--- config.mk ---
export PLATFORM = sky130hd
export DESIGN_NAME = pll_div_search
export DESIGN_NICKNAME = d
export VERILOG_FILES = /design/src/rtl/pll_div_search.sv
export SDC_FILE = /design/constraint.sdc
export NUM_CORES = 2
export LEC_CHECK = 0
export BUFFER_PORTS_ARGS = -buffer_cell sky130_fd_sc_hd__buf_2
export CAP_MARGIN = 20
export CORE_ASPECT_RATIO = 1.4
export CORE_MARGIN = 5
export CORE_UTILIZATION = 30
export CTS_BUF_LIST = sky130_fd_sc_hd__clkbuf_16
export DETAILED_ROUTE_END_ITERATION = 6
export SLEW_MARGIN = 20
export SYNTH_ARGS = -nofsm -noshare
export SYNTH_HDL_FRONTEND = slang
export SYNTH_SLANG_ARGS = --single-unit
--- constraint.sdc ---
create_clock -name clk -period 10.5 [get_ports clk]
set_clock_uncertainty 0.2 [all_clocks]
set_input_delay 0 -clock clk [delete_from_list [all_inputs] [get_ports clk]]
set_output_delay 0 -clock clk [all_outputs]
set_load 0.02 [all_outputs]
--- src/rtl/pll_div_search.sv ---
module pll_div_search #(
  parameter int RATE_W   = 12,
  parameter int FIN_W    = 17,
  parameter int DW       = 48,
  parameter int M_W      = 10,
  parameter int N_W      = 4,
  parameter int F_W      = 21,
  parameter int NCAND    = 16,
  parameter int RATE_MIN = 80,
  parameter int RATE_MAX = 2500,
  parameter int FIN_MIN  = 2000,
  parameter int FIN_MAX  = 64000,
  parameter int M_MIN    = 64,
  parameter int M_MAX    = 625,
  parameter int F_MIN    = 40000,
  parameter int F_MAX    = 1250000,
  parameter int PD_STEP  = 80000,
  parameter int PFD_LO   = 2000,
  parameter int PFD_HI   = 8000
) (
  input  logic              clk,
  input  logic              rst_n,
  input  logic              start,
  input  logic [RATE_W-1:0] rate_mbps,
  input  logic [FIN_W-1:0]  fin_khz,
  output logic              busy,
  output logic              done,
  output logic              ok,
  output logic              err,
  output logic [M_W-1:0]    m_code,
  output logic [N_W-1:0]    n_code,
  output logic [F_W-1:0]    fout_khz,
  output logic [3:0]        postdiv
);
  localparam int CW   = $clog2(DW + 1);
  localparam int NQW  = $clog2(NCAND + 1);
  localparam int HALF = 500;

  typedef enum logic [2:0] {S_IDLE, S_NEXT, S_MDIV, S_MCHK, S_FDIV, S_FCHK, S_END} st_t;
  st_t st;

  logic [RATE_W-1:0] rate_q;
  logic [FIN_W-1:0]  fin_q;
  logic [3:0]        pd_q;
  logic [NQW-1:0]    n_q, best_n;
  logic [DW:0]       rem;
  logic [DW-1:0]     quo, den, cur_m, best_d, best_f;
  logic [M_W-1:0]    best_m;
  logic [CW-1:0]     cnt;
  logic              found;

  logic [DW-1:0] tgt_in, tgt, n_x, pd_x, fin_x, delta;
  logic [DW:0]   trial;
  logic          fits, in_rng, m_ok, f_ok, valid_in, last_n;
  logic [3:0]    pd_in;

  assign tgt_in = DW'(rate_mbps) * DW'(HALF);
  assign pd_in  = tgt_in <= DW'(PD_STEP)     ? 4'd8 :
                  tgt_in <= DW'(2 * PD_STEP) ? 4'd4 :
                  tgt_in <= DW'(4 * PD_STEP) ? 4'd2 : 4'd1;
  assign valid_in = DW'(rate_mbps) >= DW'(RATE_MIN) && DW'(rate_mbps) <= DW'(RATE_MAX) &&
                    DW'(fin_khz) >= DW'(FIN_MIN) && DW'(fin_khz) <= DW'(FIN_MAX);

  assign tgt    = DW'(rate_q) * DW'(HALF);
  assign n_x    = DW'(n_q);
  assign pd_x   = DW'(pd_q);
  assign fin_x  = DW'(fin_q);
  assign in_rng = DW'(PFD_HI) * n_x >= fin_x && DW'(PFD_LO) * n_x <= fin_x;
  assign m_ok   = quo >= DW'(M_MIN) && quo <= DW'(M_MAX);
  assign f_ok   = quo >= DW'(F_MIN) && quo <= DW'(F_MAX);
  assign delta  = quo > tgt ? quo - tgt : tgt - quo;
  assign last_n = n_q == NQW'(NCAND);

  assign trial = {rem[DW-1:0], quo[DW-1]};
  assign fits  = trial >= {1'b0, den};
  assign busy  = st != S_IDLE;

  always_ff @(posedge clk or negedge rst_n) begin
    if (!rst_n) begin
      st <= S_IDLE; done <= 1'b0; ok <= 1'b0; err <= 1'b0;
      m_code <= '0; n_code <= '0; fout_khz <= '0; postdiv <= '0;
      rate_q <= '0; fin_q <= '0; pd_q <= '0; n_q <= '0;
      rem <= '0; quo <= '0; den <= '0; cnt <= '0; cur_m <= '0;
      best_d <= '1; best_f <= '0; best_m <= '0; best_n <= '0; found <= 1'b0;
    end else begin
      done <= 1'b0;
      case (st)
        S_IDLE: if (start) begin
          rate_q <= rate_mbps; fin_q <= fin_khz; pd_q <= pd_in;
          n_q <= NQW'(1); found <= 1'b0; best_d <= '1;
          if (valid_in) st <= S_NEXT;
          else begin
            done <= 1'b1; ok <= 1'b0; err <= 1'b1;
            m_code <= '0; n_code <= '0; fout_khz <= '0; postdiv <= '0;
          end
        end
        S_NEXT: if (in_rng) begin
          rem <= '0; cnt <= CW'(DW);
          quo <= DW'(2) * tgt * n_x * pd_x + fin_x;
          den <= DW'(2) * fin_x;
          st  <= S_MDIV;
        end else if (last_n) st <= S_END;
        else n_q <= n_q + NQW'(1);
        S_MDIV, S_FDIV: begin
          rem <= fits ? trial - {1'b0, den} : trial;
          quo <= {quo[DW-2:0], fits};
          cnt <= cnt - CW'(1);
          if (cnt == CW'(1)) st <= (st == S_MDIV) ? S_MCHK : S_FCHK;
        end
        S_MCHK: if (m_ok) begin
          cur_m <= quo; rem <= '0; cnt <= CW'(DW);
          quo <= quo * fin_x;
          den <= n_x * pd_x;
          st  <= S_FDIV;
        end else if (last_n) st <= S_END;
        else begin n_q <= n_q + NQW'(1); st <= S_NEXT; end
        S_FCHK: begin
          if (f_ok && delta < best_d) begin
            best_d <= delta; best_f <= quo; best_m <= cur_m[M_W-1:0];
            best_n <= n_q; found <= 1'b1;
          end
          if (last_n) st <= S_END;
          else begin n_q <= n_q + NQW'(1); st <= S_NEXT; end
        end
        S_END: begin
          done <= 1'b1; ok <= found; err <= !found;
          m_code   <= found ? best_m - M_W'(2) : '0;
          n_code   <= found ? N_W'(best_n - NQW'(1)) : '0;
          fout_khz <= found ? best_f[F_W-1:0] : '0;
          postdiv  <= found ? pd_q : '0;
          st <= S_IDLE;
        end
        default: st <= S_IDLE;
      endcase
    end
  end
endmodule

# Word level (Yosys, flattened, before mapping)

Cells that the tools add are included.
Widths: inputs -> output; s select.

Output and inout bits: 43
Latch bits: 0
Word-level logic and storage cells: 157
Flip-flop bits (word level): 327
Memory bits (writable): 0
Bits of input ports: 32
Memories kept: 0
ROM bits: 0

Reduce and logical (&&, ||, !) cells: 25
Div/mod/pow operators: 0
Equal/unequal tests: 18
Multiply operators: 8
Add/subtract/negate cells: 8
Mux-type cells: 60
Shift-type cells: 0
Bitwise operators: 0
Magnitude comparators: 16

Operators by type and width:

| cell                  | count |
|---|---|
| $mux 48               | 10 |
| $pmux 48 s3           | 2 |
| $pmux 48 s2           | 2 |
| $mux 21               | 3 |
| $ge 49x48->1          | 1 |
| $ge 48x16->1 const B  | 1 |
| $ge 48x7->1 const B   | 1 |
| $gt 48x21->1          | 1 |
| $le 48x10->1 const B  | 1 |
| $le 48x21->1 const B  | 1 |
| $lt 48x48->1          | 1 |
| $mul 48x17->48        | 1 |
| $sub 21x48->48        | 1 |
| $sub 48x21->48        | 1 |
| $sub 48x48->48        | 1 |
| $pmux 21 s2           | 1 |
| $mul 12x7->19 const B | 2 |
| $add 31x17->32        | 1 |
| $mux 10               | 3 |
| $mul 24x4->28         | 1 |
| $mux 3                | 9 |
| $mul 19x5->24         | 1 |
| $mul 7x5->12 const A  | 2 |
| $le 21x17->1 const B  | 1 |
| 41 further kinds      | 86 |

# Logic depth before layout (Yosys ltp)

Depth after elaboration: 7
Mapped depth: 47
Gate-level depth less buffers: 46

# Worst setup path before layout

No wires, ideal clock.

Path type: register to register
From: register rate_q[1]
To: register quo[29]
Data required time: 10.169 ns
Stages on the path, launching flop included: 43
Setup slack: -0.805 ns
Buffers on the path: 0
Clock period less this slack: 11.305 ns
Arrival time: 10.974 ns
Library setup time: 0.131 ns
Cell sequence: dfrtp_1 > inv_1 > fa_1 > fa_1 > fa_1 > fa_1 > inv_1 > ha_1 > a21boi_0 > o21ai_0 > a21boi_0 > o21a_1 > nor2_1 > xnor2_1 > inv_1 > nor2_1 > fa_1 > fa_1 > [7 not listed] > a21oi_1 > xnor2_1 > and2_1 > fa_1 > inv_1 > fa_1 > inv_1 > ha_1 > and2_1 > a311o_1 > o31ai_1 > nor3b_1 > a21boi_0 > a21o_1 > a31oi_1 > nand3_1 > o2111a_1 > or3_1

Cells in the longest elaborated chain, start to end: 6

Ends and longest elaborated chain:

| element                | line | source |
|---|---|---|
| from (decl)            | 42   | `logic [RATE_W-1:0] rate_q;` |
| from (signal assigned) | 89   | `rate_q <= rate_mbps; fin_q <= fin_khz; pd_q <= pd_in;` |
| $mul 12x7->19          | 64   | `assign tgt = DW'(rate_q) * DW'(HALF);` |
| $mul 19x5->24          | 99   | `quo <= DW'(2) * tgt * n_x * pd_x + fin_x;` |
| $mul 24x4->28          | 99   |  |
| $add 31x17->32         | 99   |  |
| $mux 48                | 97   | `S_NEXT: if (in_rng) begin` |
| $pmux 48 s3            | 87   | `case (st)` |
| to (signal assigned)   | 99   |  |
| to (signal assigned)   | 106  | `quo <= {quo[DW-2:0], fits};` |
| to (signal assigned)   | 112  | `quo <= quo * fin_x;` |
| to (decl)              | 47   | `logic [DW-1:0] quo, den, cur_m, best_d, best_f;` |

Every way passes these cells. The select of a mux whose other input is x is not followed.
A chain may end at the register's enable or synchronous reset.

# Worst setup path after layout

From: register rate_q[2]
To: register quo[30]

The elaborated chain is that of the path after synthesis.

==> metrics.txt <==
CP dominant cell by count fa_1; ANT nets after route 0; Distinct cells, synth 88; Critical-path top delay cell fa_1; initial DRC count 2406; overall global routing resource usage 18.61%; H-tree levels 2; EDFF count, synth 0; Routed Wire Length 164.9 mm; startpoint types register; CTS buffer count 34; Root Driver clkbuf_16; Port-buffer cells 74; Rows 177; CP Buf/Inv Count 8; status finished with violations; Yosys reg bits 297; Avg WL per Cell 20.20 um; Synth area leaders fa_1, dfrtp_1, ha_1, inv_1, nand2_1; share of post-route cells with drive strength above 1 13.41%; Sink Count 297; Max Clock Freq 94.14 MHz; first-pass GRT wire length 254.6 mm; Final period util 101.2%; I/O pin count 75; die area 174600 um2; hold crit path type in2reg; hpwl dp 129.2 mm; max_cap viols 0; CP max FO 4; # fillers 17060; worst setup margin -0.1225 ns; Met1 Wirelength 60.31 mm; setup TNS -0.3411 ns; drt drc 0; critical path type reg2reg; synthesized area 49870 um2; vias per cell 5.151; Async S/R FF share, synth 100.0%; failing checks negative setup slack; commonest cells after routing, fill and taps aside inv_1, nand2_1, fa_1, ha_1, nor2_1; GPL Wtd Cong 0.9726; Pre-Repair DR Iteration Count 5; CTS tree built; Slew headroom 27.81%; Hold Vio Cnt, Final 0; Met2 Routed Length 85.13 mm; Setup-failing EPs final 6; Core Area 165700 um2; initial antenna violation count 7; area leader, netlist fa_1; Vias 42050; slowest stage delay, CP 0.57 ns; worst skew pair latency 0.60 ns; uppermost layer routed met5; vias in the first global route 44720; Synth top area share 30.03%; Worst Max-Slew Pin Slew 1.083 ns; GR Overflow Total 0; Max Slew Vio Count 0; RSZ-0062 raised after global routing yes; endpoint class of the critical path register; area grow syn2layout 14.83%; largest net degree at the start of global routing 128; DIE HEIGHT 492.4 um; cell family with most CP delay adder cells; leading cell type in the layout, fill and taps excluded inv_1; CP required 10.72 ns; Cells after Synth 5798; predominant post-synthesis flop cell dfrtp_1; CTS Buffer Depth 3; Clk pin slew, worst setup/hold paths 0.07 ns; post-synthesis average cell area 8.602 um2; Synth Warn # 0; Initial Utilization 30.11%; DR WL met3 7.339 mm; register area share after synthesis 15.02%; Die W 354.6 um; fin crit period 10.62 ns; syn_nets 7011; fin nets 7199; Critical Path AT 10.85 ns
## flip-flops by register name (all words and copies together), names as in the netlist, 12 cells and up
register and count:
fin_q 17, best_f 21, rem 48, den 18
rate_q 12, fout_khz 21, best_d 48, quo 48
## stage by stage
stage	hold slack [ns]	cells	util [%]	instance area, um2	setup slack, ns
2_1_floorplan	-0.4956	5798	-	50020	0.01011
3_3_place_gp	-0.08250	8017	32.76	54260	-0.3628
3_5_place_dp	-0.07240	8017	32.76	54270	-0.5286
4_1_cts	0.003749	8141	34.05	56400	-0.1028
5_1_grt	0.06220	8161	34.57	57260	-0.5807
6_report	0.03174	8163	34.57	57270	-0.1225
## timing repair
| action | CTS | global route |
|---|---|---|
| pin swaps | 81 | 86 |
| endpoints found under the setup margin | 10 | 96 |
| gates resized for setup | 72 | 149 |
| hold buffers | 37 | 0 |
| setup buffers | 26 | 20 |
| endpoints found under the hold margin | 143 | 0 |
## metal layers
layer / global-route usage, % / up-vias
li1: - / 18890
met1: 20.39 / 21370
met2: 34.27 / 1288
met3: 1.986 / 493
met4: 11.60 / 4
met5: 0 / -
## cell families after synthesis
family | share of synthesized area [%]
and+or+nand+nor | 15.96
xor gates and xnor gates | 4.671
AOI/OAI and AO/OA | 12.45
DFF | 15.02
muxes | 1.435
adders and majority gates | 40.89
buffers and inverters | 9.569
## worst register-to-register path, delay by kind of cell (launching register included)
family          cells  cell delay [ns]
fa+ha+maj          12             5.16
compound gates     13             2.47
simple gates        6             1.04
xor+xnor            4             0.75
buf+inv             8             0.48
flops               1             0.40
## synth_stat cells (all sizes together), types with 22 or more instances
| cell type | count |
|---|---|
| ha | 433 |
| a221oi | 32 |
| inv | 961 |
| xor2 | 92 |
| fa | 748 |
| xnor2 | 174 |
| dfrtp | 249 |
| clkbuf | 236 |
| nor2 | 337 |
| nor4 | 30 |
| o21a | 69 |
| a211oi | 37 |
| o211ai | 23 |
| a22o | 37 |
| nand3 | 70 |
| nand2b | 36 |
| o31ai | 23 |
| a21oi | 216 |
| a31oi | 22 |
| dfstp | 48 |
| nor3 | 80 |
| nand2 | 922 |
| a21o | 92 |
| buf | 59 |
| nand4 | 32 |
| and2 | 137 |
| mux2 | 52 |
| nor2b | 26 |
| o21ai | 227 |
## final cells by class
| cell class | instances | area (um2) | share of cell area [%] |
|---|---|---|---|
| well taps | 2148 | 2688 | 4.693 |
| flip-flops and latches | 297 | 7508 | 13.11 |
| diodes | 3 | 7.507 | 0.01311 |
| inverters | 965 | 3622 | 6.325 |
| multi-input cells | 4241 | 38870 | 67.86 |
| clock buffers | 35 | 875.8 | 1.529 |
| clock inverters | 27 | 272.8 | 0.4763 |
| repair buffers | 447 | 3430 | 5.988 |
## path summary, 6_finish.rpt
path	start	to	slack, ns	cells past startpoint
max in group asynchronous	rst_n	fout_khz[4]$_DFFE_PN0P_	7.84	5
min reg2reg	m_code[1]$_DFFE_PN0P_	m_code[1]$_DFFE_PN0P_	0.28	2
max reg2reg	rate_q[2]$_DFFE_PN0P_	quo[30]$_DFFE_PN0P_	-0.12	43
min in group asynchronous	rst_n	best_d[41]$_DFFE_PN1P_	0.44	3
min	fin_khz[5]	fin_q[5]$_DFFE_PN0P_	0.03	4
max	rate_q[2]$_DFFE_PN0P_	quo[30]$_DFFE_PN0P_	-0.12	43
Power is not shown: default switching activity piles up to over one toggle a cycle in this logic, so the estimate is an artifact.
